$ cat config.mk
export PLATFORM = sky130hd
export DESIGN_NAME = fetch_loop_buf
export DESIGN_NICKNAME = d
export VERILOG_FILES = /design/src/rtl/lbuf_pkg.sv /design/src/rtl/lbuf_store.sv /design/src/rtl/lbuf_window.sv /design/src/rtl/lbuf_replay.sv /design/src/rtl/fetch_loop_buf.sv
export SDC_FILE = /design/constraint.sdc
export NUM_CORES = 1
export LEC_CHECK = 0
export BUFFER_PORTS_ARGS = -buffer_cell sky130_fd_sc_hd__buf_2
export CORE_ASPECT_RATIO = 0.75
export CORE_MARGIN = 2
export CORE_UTILIZATION = 46
export CTS_CLUSTER_DIAMETER = 100
export DETAILED_ROUTE_END_ITERATION = 12
export GPL_TIMING_DRIVEN = 0
export HOLD_SLACK_MARGIN = 0.15
export PLACE_DENSITY_LB_ADDON = 0.2
export SYNTH_ARGS = -nofsm -noshare
export SYNTH_HDL_FRONTEND = slang
export SYNTH_SLANG_ARGS = --single-unit
$ cat constraint.sdc
create_clock -name clk -period 6.4 [get_ports clk]
set_input_delay 1.28 -clock clk [delete_from_list [all_inputs] [get_ports clk]]
set_output_delay 1.28 -clock clk [all_outputs]
set_load 0.05 [all_outputs]
$ cat src/rtl/lbuf_pkg.sv
package lbuf_pkg;

  // What a fill does to the window in a given cycle.
  typedef enum logic [1:0] {
    FILL_NONE    = 2'd0,
    FILL_RESTART = 2'd1,
    FILL_APPEND  = 2'd2,
    FILL_SHIFT   = 2'd3
  } fill_op_e;

endpackage

$ cat src/rtl/lbuf_store.sv
module lbuf_store #(
  parameter int DEPTH = 16,
  parameter int IW    = 32,
  localparam int IDXW = $clog2(DEPTH)
) (
  input  logic            clk,
  input  logic            we,
  input  logic [IDXW-1:0] widx,
  input  logic [IW-1:0]   wdata,
  input  logic [IDXW-1:0] ridx,
  output logic [IW-1:0]   rdata
);

  logic [IW-1:0] row [DEPTH];

  // One data register per slot, each with its own write enable; no reset on data.
  for (genvar g = 0; g < DEPTH; g++) begin : g_slot
    logic          slot_en;
    logic [IW-1:0] slot_q;

    assign slot_en = we && (widx == IDXW'(g));

    always_ff @(posedge clk) begin
      if (slot_en) slot_q <= wdata;
    end

    assign row[g] = slot_q;
  end

  assign rdata = row[ridx];

endmodule

$ cat src/rtl/lbuf_window.sv
module lbuf_window
  import lbuf_pkg::*;
#(
  parameter int DEPTH = 16,
  parameter int AW    = 32,
  localparam int IDXW = $clog2(DEPTH),
  localparam int CNTW = $clog2(DEPTH + 1)
) (
  input  logic            clk,
  input  logic            rst_n,
  input  logic            fill_valid,
  input  logic [AW-1:0]   fill_addr,
  input  logic            replay_busy,
  input  logic            flush,
  input  logic            lkp_valid,
  input  logic [AW-1:0]   lkp_addr,
  output logic            lkp_hit,
  output logic [IDXW-1:0] lkp_off,
  output logic [AW-1:0]   base_q,
  output logic [CNTW-1:0] cnt_q,
  output logic [IDXW-1:0] head_q,
  output logic            we,
  output logic [IDXW-1:0] widx
);

  logic [AW-1:0]   diff;
  logic            seq;
  fill_op_e        op;
  logic [AW-1:0]   base_n;
  logic [CNTW-1:0] cnt_n;
  logic [IDXW-1:0] head_n;
  logic            win_en;

  // Range check: one subtract and one compare, no per-line tags.
  always_comb begin
    diff    = lkp_addr - base_q;
    lkp_hit = lkp_valid && !flush && (diff < AW'(cnt_q));
    lkp_off = diff[IDXW-1:0];
  end

  // Decide what this cycle's fill does to the window.
  always_comb begin
    seq = (cnt_q != '0) && (fill_addr == base_q + AW'(cnt_q));
    if (!fill_valid || flush || replay_busy || lkp_hit) op = FILL_NONE;
    else if (!seq)                                       op = FILL_RESTART;
    else if (cnt_q < CNTW'(DEPTH))                       op = FILL_APPEND;
    else                                                 op = FILL_SHIFT;
  end

  // Next state of the window.
  always_comb begin
    base_n = base_q;
    cnt_n  = cnt_q;
    head_n = head_q;
    widx   = head_q;
    unique case (op)
      FILL_RESTART: begin
        base_n = fill_addr;
        cnt_n  = CNTW'(1);
        head_n = '0;
        widx   = '0;
      end
      FILL_APPEND: begin
        cnt_n = cnt_q + CNTW'(1);
        widx  = head_q + cnt_q[IDXW-1:0];
      end
      FILL_SHIFT: begin
        widx   = head_q;
        head_n = head_q + IDXW'(1);
        base_n = base_q + AW'(1);
      end
      default: ;
    endcase
    if (flush) cnt_n = '0;
    we     = (op != FILL_NONE);
    win_en = we || flush;
  end

  always_ff @(posedge clk or negedge rst_n) begin
    if (!rst_n) begin
      base_q <= '0;
      cnt_q  <= '0;
      head_q <= '0;
    end else if (win_en) begin
      base_q <= base_n;
      cnt_q  <= cnt_n;
      head_q <= head_n;
    end
  end

  AST_CNT_BOUND: assert property (@(posedge clk) disable iff (!rst_n)
    cnt_q <= CNTW'(DEPTH));

  AST_FLUSH_EMPTIES: assert property (@(posedge clk) disable iff (!rst_n)
    flush |=> (cnt_q == '0));

  AST_SHIFT_KEEPS_FULL: assert property (@(posedge clk) disable iff (!rst_n)
    (fill_valid && !flush && !replay_busy && !lkp_hit && (cnt_q == CNTW'(DEPTH)) &&
     (fill_addr == base_q + AW'(DEPTH))) |=> (cnt_q == CNTW'(DEPTH)) && (base_q == $past(base_q) + AW'(1)));

endmodule

$ cat src/rtl/lbuf_replay.sv
module lbuf_replay #(
  parameter int DEPTH = 16,
  localparam int IDXW = $clog2(DEPTH),
  localparam int CNTW = $clog2(DEPTH + 1)
) (
  input  logic            clk,
  input  logic            rst_n,
  input  logic            flush,
  input  logic            lkp_valid,
  input  logic            lkp_hit,
  input  logic [IDXW-1:0] lkp_off,
  input  logic [CNTW-1:0] cnt_q,
  output logic            active_q,
  output logic [IDXW-1:0] off_q,
  output logic            last
);

  logic            active_n;
  logic [IDXW-1:0] off_n;
  logic            rp_en;

  assign last = active_q && ((CNTW'(off_q) + CNTW'(1)) == cnt_q);

  always_comb begin
    active_n = active_q;
    off_n    = off_q;
    if (flush) begin
      active_n = 1'b0;
    end else if (lkp_hit) begin
      active_n = 1'b1;
      off_n    = lkp_off;
    end else if (lkp_valid) begin
      active_n = 1'b0;
    end else if (active_q) begin
      if (last) active_n = 1'b0;
      else      off_n    = off_q + IDXW'(1);
    end
    rp_en = flush || lkp_valid || active_q;
  end

  always_ff @(posedge clk or negedge rst_n) begin
    if (!rst_n) begin
      active_q <= 1'b0;
      off_q    <= '0;
    end else if (rp_en) begin
      active_q <= active_n;
      off_q    <= off_n;
    end
  end

  AST_HIT_STARTS: assert property (@(posedge clk) disable iff (!rst_n)
    lkp_hit |=> active_q && (off_q == $past(lkp_off)));

  AST_LAST_STOPS: assert property (@(posedge clk) disable iff (!rst_n)
    (last && !lkp_valid) |=> !active_q);

  AST_MISS_STOPS: assert property (@(posedge clk) disable iff (!rst_n)
    (lkp_valid && !lkp_hit) |=> !active_q);

endmodule

$ cat src/rtl/fetch_loop_buf.sv
module fetch_loop_buf #(
  parameter int DEPTH = 16,
  parameter int AW    = 32,
  parameter int IW    = 32
) (
  input  logic          clk,
  input  logic          rst_n,
  input  logic          fill_valid,
  input  logic [AW-1:0] fill_addr,
  input  logic [IW-1:0] fill_instr,
  input  logic          flush,
  input  logic          lkp_valid,
  input  logic [AW-1:0] lkp_addr,
  output logic          lkp_hit,
  output logic          rd_valid,
  output logic [AW-1:0] rd_addr,
  output logic [IW-1:0] rd_instr,
  output logic          rd_last
);

  localparam int IDXW = $clog2(DEPTH);
  localparam int CNTW = $clog2(DEPTH + 1);

  logic [IDXW-1:0] lkp_off;
  logic [AW-1:0]   base_q;
  logic [CNTW-1:0] cnt_q;
  logic [IDXW-1:0] head_q;
  logic            we;
  logic [IDXW-1:0] widx;
  logic            active_q;
  logic [IDXW-1:0] off_q;
  logic            last;
  logic [IDXW-1:0] ridx;

  lbuf_window #(.DEPTH(DEPTH), .AW(AW)) u_win (
    .clk         (clk),
    .rst_n       (rst_n),
    .fill_valid  (fill_valid),
    .fill_addr   (fill_addr),
    .replay_busy (active_q),
    .flush       (flush),
    .lkp_valid   (lkp_valid),
    .lkp_addr    (lkp_addr),
    .lkp_hit     (lkp_hit),
    .lkp_off     (lkp_off),
    .base_q      (base_q),
    .cnt_q       (cnt_q),
    .head_q      (head_q),
    .we          (we),
    .widx        (widx)
  );

  lbuf_replay #(.DEPTH(DEPTH)) u_rp (
    .clk       (clk),
    .rst_n     (rst_n),
    .flush     (flush),
    .lkp_valid (lkp_valid),
    .lkp_hit   (lkp_hit),
    .lkp_off   (lkp_off),
    .cnt_q     (cnt_q),
    .active_q  (active_q),
    .off_q     (off_q),
    .last      (last)
  );

  assign ridx = head_q + off_q;

  lbuf_store #(.DEPTH(DEPTH), .IW(IW)) u_store (
    .clk   (clk),
    .we    (we),
    .widx  (widx),
    .wdata (fill_instr),
    .ridx  (ridx),
    .rdata (rd_instr)
  );

  assign rd_valid = active_q;
  assign rd_addr  = base_q + AW'(off_q);
  assign rd_last  = last;

  AST_REPLAY_FREEZES: assert property (@(posedge clk) disable iff (!rst_n)
    (rd_valid && !flush) |=> $stable(base_q) && $stable(cnt_q));

  AST_SEQ_STEP: assert property (@(posedge clk) disable iff (!rst_n)
    (rd_valid && !rd_last && !lkp_valid && !flush) |=> rd_valid && (rd_addr == $past(rd_addr) + AW'(1)));

endmodule

==> metrics.yaml <==
outcome:
  outcome: "finished, final reports clean"
timing:
  setup_ws_ns: 0.225
  fmax_ghz: 0.162
  setup_tns_ns: 0
  setup_viol: 0
  tightest_slew_ns: 1.33
  slew_headroom_pct: 11.2
  finalMaxSlewViolations: 0
  hold_viol_final: 0
  period_share_pct: 96.5
  fin_worst_skew_ns: 0.0202
  period_minus_slack_ns: 6.18
  rsz0062_at_grt: "false"
worst_setup_path:
  cp_slowest_cell: "or3_4"
  critPathBufInv: 6
  worstSetupPathDepth: 27
  slowest_delay_ns: 0.54
  r2r_start: "u_win.base_q[24]"
  critPathMaxFanout: 13
  cp_common_cell: "inv_1"
  endpoint_kind: "register"
  crit_arrival_ns: 6.50
  critPathTopFamily: "simple AND/OR/NAND/NOR gates"
  cp-start-kind: "input port"
  reg2reg_depth: 16
  crit_type: "input port to register"
  endpoint: "u_store.g_slot[1].slot_q[16]"
  r2r_end: "u_win.base_q[28]"
  worstPathRequired_ns: 6.73
  critPathLaunch: "lkp_addr[0]"
  r2r_slack_ns: 0.23
synthesis:
  synth_area_per_cell_um2: 13.9
  yosys.area.top_type: "edfxtp_1"
  yosysSeqAreaShare_pct: 60.6
  netlist_area_um2: 27300
  synthCells: 1960
  syn-num-nets: 2125
  async_reset_ff_share_pct: 8.24
  synthTopCellsByArea: "edfxtp_1 56%, mux4_2 11%, dfrtp_1 4.2%, ha_1 2.7%, xnor2_1 2.3%"
  yosysWarnings: 0
  ys_ff_latch: 558
  synth_edf_count: 512
  ys_types: 86
  synth.top_cell.area_share_pct: 56.4
  synth_top_flop_cell: "edfxtp_1"
drt:
  wl_um: 88400
  wl_per_cell_um: 28.5
  drc: 0
  antenna_left: 0
  vias: 19400
  dr.pass1.iters: 6
  viasPerCell: 6.25
  drt_iter0_drc: 2055
power:
  pwr-share-comb_pct: 39.2
  clockPowerShare_pct: 26.5
  p_leak_nw: 11.0
  power.internal_mw: 7.30
  p_per_area_nw_per_um2: 374
  p_switching_mw: 4.80
  sw_frac_of_total_pct: 39.7
  p_total_mw: 12.1
  irDropWorstVdd_v: 0.000345
  power.share.sequential_pct: 34.3
cells_and_area:
  area_growth_pct: 18.5
  num_antenna_cells: 0
  nets: 2431
  final_cell_mix: "512 x edfxtp_1, 178 x buf_2, 141 x nand2_1, 128 x mux4_2, 87 x nor2_1"
  n_fill_cell: 4793
  drive_gt1_share_pct: 24.0
  fin_util_pct: 55.0
  layout_commonest_cell: "edfxtp_1"
global_route:
  overflow: 0
  grt_usage_pct: 28.4
  grt_pass1_vias: 18600
  antenna_found_initial: 6
  grt_pass1_wl_um: 127000
  grt_max_degree: 47
die:
  die_h_um: 215
  coreArea_um2: 58800
  rows: 77
  io_pins: 168
  dieArea_um2: 61300
  start_util_pct: 46.4
  die_width_um: 285
place:
  post-place-ws_ns: -1.69
  routabilityCongestion: 0.997
  portBuffers: 166
  dpl.hpwl_um: 59700
cts:
  h-tree-depth: 2
  clockBufferDepth: 3
  clkTransAtPathRegs_ns: 0.06
  cts_made_buffers: 55
  numClockSinks: 558
  cts-hold-fix-buffers: 0
  tritoncts: "built"
  cts-root-buf: "clkbuf_16"
  clk_latency_ns: 0.62
worst_hold_path:
  hold_path.class: "register to register"
job:
  cap_violations: 0
[state kept, by name, summed over array words and instances (netlist names)]
name / cells
u_store.g_slot.slot_q: 512
u_win.base_q: 32
u_win.head_q: 4
u_win.cnt_q: 5
u_rp.off_q: 4
u_rp.active_q: 1
[power groups by stage]
stage | clock (mW) | sequential (mW) | combinational, mW
after global routing | 3.40 | 4.15 | 5.03
final | 3.21 | 4.15 | 4.74
after floorplan | 0 | 4.17 | 3.28
after CTS | 3.24 | 4.13 | 4.71
after global placement | 0 | 4.20 | 4.66
after detailed placement | 0 | 4.20 | 4.68
[worst register-to-register path, delay by kind of cell (launching register included)]
family                     cells  cell delay, ns
buffers and inverters          3            1.57
AOI/OAI and AO/OA              2            0.36
adders and majority gates      1            0.56
xor gates and xnor gates       1            0.14
DFF                            1            0.31
and+or+nand+nor                9            3.16
[synth_stat cells, types with 30 or more instances]
cell type,n
nor2_1,104
dfrtp_1,46
nand3_1,57
xnor2_1,72
nor3_1,42
inv_1,68
nand4_1,42
a31oi_1,42
and2_1,37
a211oi_1,45
mux4_2,128
nand2_1,148
a21oi_1,65
clkbuf_1,82
ha_1,59
xor2_1,30
o21ai_0,55
edfxtp_1,512
o211ai_1,34
[final cells by class]
class,instances,area [um2],share of cell area [%]
Buffer,108,469,1.45
Clock inverter,34,322,0.995
Multi-Input combinational cell,1227,10400,32.2
Sequential cell,558,16500,51.1
Timing Repair Buffer,247,1900,5.88
Inverter,69,259,0.801
Tap cell,790,988,3.06
Clock buffer,67,1440,4.46
[stage by stage]
| step | instance area (um2) | instances | hold slack [ns] |
|---|---|---|---|
| after floorplan | 27400 | 1960 | 0.544 |
| after global placement | 29200 | 2916 | 0.629 |
| after detailed placement | 29500 | 2928 | 0.633 |
| after CTS | 32000 | 3088 | 0.649 |
| after global routing | 32300 | 3100 | 0.676 |
| final | 32300 | 3100 | 0.645 |
[how the worst min path moves through the flow]
stage                     slack (ns)             start                to  depth (start not counted)
after floorplan                 0.54  u_win.base_q[22]  u_win.base_q[22]                          1
after global placement          0.63   u_win.base_q[1]   u_win.base_q[1]                          2
after detailed placement        0.63  u_win.base_q[22]  u_win.base_q[22]                          1
after CTS                       0.65  u_win.base_q[22]  u_win.base_q[22]                          1
after global routing            0.68  u_win.base_q[22]  u_win.base_q[22]                          1
final                           0.64  u_win.base_q[22]  u_win.base_q[22]                          1
[what timing repair did]
item,4_1_cts,5_1_grt
gates resized for setup,34,45
endpoints found under the setup margin,555,554
endpoints found under the hold margin,0,0
setup buffers,51,18
pin swaps,29,12
cloned,10,0
[per-layer routing]
metal / vias to the layer above / routed length (um) / global-route usage [%] / share of wire, %
met5: - / 77 / 0 / 0.087
met4: 10 / 1770 / 6.13 / 2.0
met3: 112 / 8910 / 7.60 / 10
met2: 962 / 37400 / 39.7 / 42
met1: 9909 / 40200 / 44.2 / 45
li1: 8379 / - / - / -
[cell families after synthesis]
| group | Yosys count | synth area share [%] |
|---|---|---|
| fa+ha+maj | 64 | 3.07 |
| compound gates | 366 | 9.15 |
| mux | 136 | 10.9 |
| xor+xnor | 102 | 3.28 |
| buf+inv | 185 | 2.70 |
| simple gates | 549 | 10.3 |
| flops | 558 | 60.6 |
Power figures use the tool's default switching activity.
